File: src/rtl/pxs_pkg.sv
package pxs_pkg;

  localparam int PXS_ADDR_W = 2;

  typedef enum logic [PXS_ADDR_W-1:0] {
    OFS_DATA = 2'd0,
    OFS_AMT  = 2'd1,
    OFS_RSV2 = 2'd2,
    OFS_RSV3 = 2'd3
  } pxs_ofs_e;

  typedef struct packed {
    logic data_wr;
    logic amt_wr;
    logic res_rd;
    logic zero_rd;
  } pxs_strobe_t;

endpackage

File: src/rtl/pxs_decode.sv
module pxs_decode
  import pxs_pkg::*;
(
  input  logic                  sel,
  input  logic [PXS_ADDR_W-1:0] addr,
  input  logic                  wr,
  input  logic                  rd,
  output pxs_strobe_t           strb
);

  logic wr_hit;
  logic rd_hit;
  logic at_data;

  assign wr_hit  = sel & wr;
  assign rd_hit  = sel & rd;
  assign at_data = (addr == OFS_DATA);

  always_comb begin
    strb.data_wr = wr_hit & at_data;
    strb.amt_wr  = wr_hit & (addr == OFS_AMT);
    strb.res_rd  = rd_hit & at_data;
    strb.zero_rd = rd_hit & ~at_data;
  end

endmodule

File: src/rtl/pxs_window.sv
module pxs_window #(
  parameter int DATA_W = 8,
  parameter int SHW    = 3
) (
  input  logic              clk,
  input  logic              rst,
  input  logic              data_wr,
  input  logic              amt_wr,
  input  logic [DATA_W-1:0] wdata,
  output logic [DATA_W-1:0] newest,
  output logic [DATA_W-1:0] older,
  output logic [SHW-1:0]    amt
);

  always_ff @(posedge clk) begin
    if (rst) begin
      newest <= '0;
      older  <= '0;
      amt    <= '0;
    end else begin
      if (data_wr) begin
        older  <= newest;
        newest <= wdata;
      end
      if (amt_wr) begin
        amt <= wdata[SHW-1:0];
      end
    end
  end

  // pipe advance on a data write
  a_r2_stage_move: assert property (@(posedge clk) disable iff (rst)
    data_wr |=> (newest == $past(wdata) && older == $past(newest)));

  // stages untouched unless a data write occurs
  a_r6_stage_keep: assert property (@(posedge clk) disable iff (rst)
    !data_wr |=> ($stable(newest) && $stable(older)));

  // amount changes only through its own write
  a_r1_amt_keep: assert property (@(posedge clk) disable iff (rst)
    !amt_wr |=> $stable(amt));

  // reset clears all state
  a_r10_reset_clear: assert property (@(posedge clk)
    rst |=> (newest == '0 && older == '0 && amt == '0));

endmodule

File: src/rtl/pxs_slice.sv
module pxs_slice #(
  parameter int DATA_W = 8,
  parameter int SHW    = 3
) (
  input  logic [DATA_W-1:0] newest,
  input  logic [DATA_W-1:0] older,
  input  logic [SHW-1:0]    amt,
  output logic [DATA_W-1:0] result
);

  localparam int WIN_W = 2 * DATA_W;

  logic [WIN_W-1:0]  win;
  logic [DATA_W-1:0] cand [DATA_W];

  assign win = {newest, older};

  for (genvar g = 0; g < DATA_W; g++) begin : g_tap
    assign cand[g] = win[WIN_W-1-g -: DATA_W];
  end

  assign result = cand[amt];

  function automatic logic [DATA_W-1:0] rotl(input logic [DATA_W-1:0] v,
                                             input logic [SHW-1:0] n);
    logic [DATA_W-1:0] r;
    r = v;
    for (int i = 0; i < DATA_W; i++) begin
      if (i < int'(n)) r = {r[DATA_W-2:0], r[DATA_W-1]};
    end
    return rotl_done(r);
  endfunction

  function automatic logic [DATA_W-1:0] rotl_done(input logic [DATA_W-1:0] v);
    return v;
  endfunction

  always_comb begin
    if (amt == '0) begin
      // zero amount passes newest byte
      a_r5_zero_amt: assert (result == newest)
        else $error("zero amount did not pass newest byte");
    end
    if (newest == older) begin
      // equal stages give a rotation
      a_r4_rotate: assert (result == rotl(newest, amt))
        else $error("equal stages did not rotate");
    end
  end

endmodule

File: src/rtl/pxs_shifter.sv
module pxs_shifter
  import pxs_pkg::*;
#(
  parameter int DATA_W = 8
) (
  input  logic                  clk,
  input  logic                  rst,
  input  logic                  bus_sel,
  input  logic [PXS_ADDR_W-1:0] bus_addr,
  input  logic                  bus_wr,
  input  logic                  bus_rd,
  input  logic [DATA_W-1:0]     bus_wdata,
  output logic [DATA_W-1:0]     bus_rdata
);

  localparam int SHW = $clog2(DATA_W);

  pxs_strobe_t       strb;
  logic [DATA_W-1:0] newest;
  logic [DATA_W-1:0] older;
  logic [SHW-1:0]    amt;
  logic [DATA_W-1:0] result;

  pxs_decode u_decode (
    .sel  (bus_sel),
    .addr (bus_addr),
    .wr   (bus_wr),
    .rd   (bus_rd),
    .strb (strb)
  );

  pxs_window #(.DATA_W(DATA_W), .SHW(SHW)) u_window (
    .clk     (clk),
    .rst     (rst),
    .data_wr (strb.data_wr),
    .amt_wr  (strb.amt_wr),
    .wdata   (bus_wdata),
    .newest  (newest),
    .older   (older),
    .amt     (amt)
  );

  pxs_slice #(.DATA_W(DATA_W), .SHW(SHW)) u_slice (
    .newest (newest),
    .older  (older),
    .amt    (amt),
    .result (result)
  );

  always_ff @(posedge clk) begin
    if (rst) begin
      bus_rdata <= '0;
    end else if (strb.res_rd) begin
      bus_rdata <= result;
    end else if (strb.zero_rd) begin
      bus_rdata <= '0;
    end
  end

  // read data holds without a read strobe
  a_r8_rdata_hold: assert property (@(posedge clk) disable iff (rst)
    !(bus_sel && bus_rd) |=> $stable(bus_rdata));

  // reads at non-result addresses return zero
  a_r7_other_zero: assert property (@(posedge clk) disable iff (rst)
    (bus_sel && bus_rd && bus_addr != OFS_DATA) |=> (bus_rdata == '0));

  // deselected cycles leave read data alone
  a_r11_desel_idle: assert property (@(posedge clk) disable iff (rst)
    !bus_sel |=> $stable(bus_rdata));

endmodule

File: config.mk
export PLATFORM = sky130hd
export DESIGN_NAME = pxs_shifter
export DESIGN_NICKNAME = d
export VERILOG_FILES = /design/src/rtl/pxs_pkg.sv /design/src/rtl/pxs_decode.sv /design/src/rtl/pxs_window.sv /design/src/rtl/pxs_slice.sv /design/src/rtl/pxs_shifter.sv
export SDC_FILE = /design/constraint.sdc
export NUM_CORES = 1
export LEC_CHECK = 0
export ABC_AREA = 1
export BUFFER_PORTS_ARGS = -buffer_cell sky130_fd_sc_hd__buf_2
export CELL_PAD_IN_SITES_DETAIL_PLACEMENT = 1
export CELL_PAD_IN_SITES_GLOBAL_PLACEMENT = 1
export CORE_ASPECT_RATIO = 0.9
export CORE_MARGIN = 2
export CORE_UTILIZATION = 35
export CTS_BUF_LIST = sky130_fd_sc_hd__clkbuf_16
export CTS_CLUSTER_SIZE = 14
export DETAILED_ROUTE_END_ITERATION = 8
export PLACE_DENSITY_LB_ADDON = 0.1
export SLEW_MARGIN = 20
export SYNTH_ARGS = -nofsm -noshare
export SYNTH_HDL_FRONTEND = slang
export SYNTH_HIERARCHICAL = 1
export SYNTH_SLANG_ARGS = --single-unit
export TNS_END_PERCENT = 100
File: constraint.sdc
create_clock -name clk -period 1.2 [get_ports clk]
set_clock_uncertainty 0.15 [all_clocks]
set_input_delay 0.06 -clock clk [delete_from_list [all_inputs] [get_ports clk]]
set_output_delay 0.06 -clock clk [all_outputs]
set_load 0.02 [all_outputs]
==> flow_metrics.tcl <==
set metrics [dict create \
    status "finished, violations left" \
    violations "negative hold slack, negative setup slack" \
    slowest_delay_ns 0.42 \
    rsz0062_at_grt "yes" \
    nFillCells 572 \
    fp-row-count 22 \
    routedWlPerCell_um 12.1 \
    dieArea_um2 4840 \
    path_buf_inv 1 \
    ctsRootBufferMaster "clkbuf_16" \
    cts_buffers 3 \
    hold-worst-slack_ns -0.0662 \
    drc 0 \
    wl_met1_um 1970 \
    synth_cells 251 \
    maxSlewViolCount 0 \
    cts_hold_buf 8 \
    portBuffers 22 \
    die_w_um 73.1 \
    place_congestion 0.786 \
    path_delay_family "flip-flops" \
    grt_first_pass_wirelength_um 6960 \
    preCtsSetupSlack_ns -0.121 \
    die_h_um 66.2 \
    start_util 0.367 \
    num_vias 1591 \
    fin_ws_ns -0.0541 \
    fin_cells 332 \
    met3_length_um 92 \
    syn_area_per_cell_um2 6.00 \
    nNetsFinal 301 \
    diodes 0 \
    tightestPinTransition_ns 0.353 \
    crit_slowest_cell "dfxtp_4" \
    finalSetupViolations 8 \
    grt_pass1_vias 1529 \
    postPlaceCellArea_um2 1700 \
    worstPathMaxFanout 7 \
    syn_to_final_growth_pct 30.9 \
    cp.arrival_ns 1.30 \
    syn_nets 266 \
    drtPass1Iterations 4 \
    worst_path_most_repeated_cell "nand2_1" \
    ys_warn_count 6 \
    clock_latency_ns 0.26 \
    setup_tns_ns -0.347 \
    core_um2 4100 \
    cts.sinks 26 \
    cap_viol_max_count 0 \
    syn_area_um2 1510 \
    finalHoldViolCount 8 \
    grt_max_degree 31 \
    critPathLaunchType "flip-flop" \
    routed_via_density 4.79 \
    drt_iter0_drc 63 \
    antenna_found_initial 0 \
    cts_max_level 1 \
    cp-end-kind "flip-flop" \
    design_area_um2 1970 \
    max-vdd-ir-drop_mv 0.524 \
    dr_wl_met2_um 1900 \
    max_freq_ghz 0.797 \
    antenna_left 0 \
    dr.max_layer_used "met4" \
    cellLeakagePower_nw 0.948 \
    drive_gt1_frac 0.229 \
    max_slew_margin 0.764 \
    hold_path_class "input port to flip-flop" \
    grt-ovfl-total 0 \
    io_pins 23 \
    path_cells "buf_6 > nand2_4 > nand3_2 > nand3_1 > nand2_1 > nand2_1 > a21oi_1" \
    grt_util_all_layers 0.184 \
    cts_tree "built" \
    finalCritPeriodShare 1.05 \
    clk_pin_slew_ns 0.06 \
    fin_crit_ns 1.25 \
    power_per_cell_area_nw_per_um2 977 \
    clock_path_buffers 2 \
    wl_um 4010 \
    critPathKind "flip-flop to flip-flop" \
    dpl.hpwl_um 2850 \
    required_ns 1.24 \
    post-place-cells 320 \
]
==> timing repair <==
action                                 in CTS  in global routing
pin swaps                                  12                  1
resized for setup                          19                  9
setup endpoints to repair                   8                  8
gates cloned                                0                  0
endpoints found under the hold margin      19                  8
buffers inserted                            1                  0
==> stage by stage <==
step | total power, W | util
finish | 0.00192 | 0.480
detailed placement | 0.00118 | 0.415
global placement | 0.00117 | 0.415
CTS | 0.00195 | 0.471
floorplan | 0.00110 | -
global route | 0.00203 | 0.480
==> final timing paths <==
check	from	end	slack, ns	cells past startpoint
worst min register to register	bus_rdata[2]	bus_rdata[2]	0.31	2
worst max register to register	u_window/amt[0]	bus_rdata[4]	-0.05	7
worst max-delay path	u_window/amt[0]	bus_rdata[4]	-0.05	7
worst min-delay path	rst	bus_rdata[0]	-0.07	2
==> registers in the layout, indices dropped and copies added (netlist names) <==
| register | count |
|---|---|
| bus_rdata | 8 |
| u_window/amt | 3 |
| u_window/newest | 8 |
| u_window/older | 7 |
==> layout make-up <==
cell class,count,area [um2],area share
Sequential cell,26,526,0.267
Multi-Input combinational cell,187,876,0.444
Tap cell,48,60.1,0.0305
Inverter,26,105,0.0533
Clock buffer,3,75.1,0.0381
Timing Repair Buffer,42,329,0.167
==> cell usage in the layout, fill, tap and decap left out <==
cell           count
nand2_1           92
nor2_1            40
nand3_1           25
dfxtp_1           24
inv_1             23
buf_2             22
nand3_2           12
dlygate4sd3_1      8
a21oi_1            7
buf_4              6
nand2_2            5
clkbuf_16          3
buf_12             3
buf_6              3
nand2_4            3
inv_2              2
nor2_8             1
a21oi_2            1
nor2_2             1
inv_8              1
dfxtp_4            1
dfxtp_2            1
==> where the power goes <==
| group | leakage, nW | total, W | internal (W) | switching (W) |
|---|---|---|---|---|
| Sequential | 0.212 | 0.000910 | 0.000885 | 0.0000249 |
| Combinational | 0.699 | 0.000288 | 0.000128 | 0.000160 |
| Clock | 0.0370 | 0.000727 | 0.000441 | 0.000285 |
| Total | 0.948 | 0.00192 | 0.00145 | 0.000471 |
==> worst reg2reg max path, delay by kind of cell (launching register included) <==
family | cells | cell delay [ns]
AND/OR/NAND/NOR | 5 | 0.36
flip-flops | 1 | 0.42
AO/OA/AOI/OAI | 1 | 0.11
buffers and inverters | 1 | 0.16
==> per-layer routing <==
metal	up-vias	global-route usage
li1	831	-
met1	731	0.243
met2	23	0.305
met3	6	0.0335
met4	0	0.0486
met5	-	0
Power figures use the tool's default switching activity.
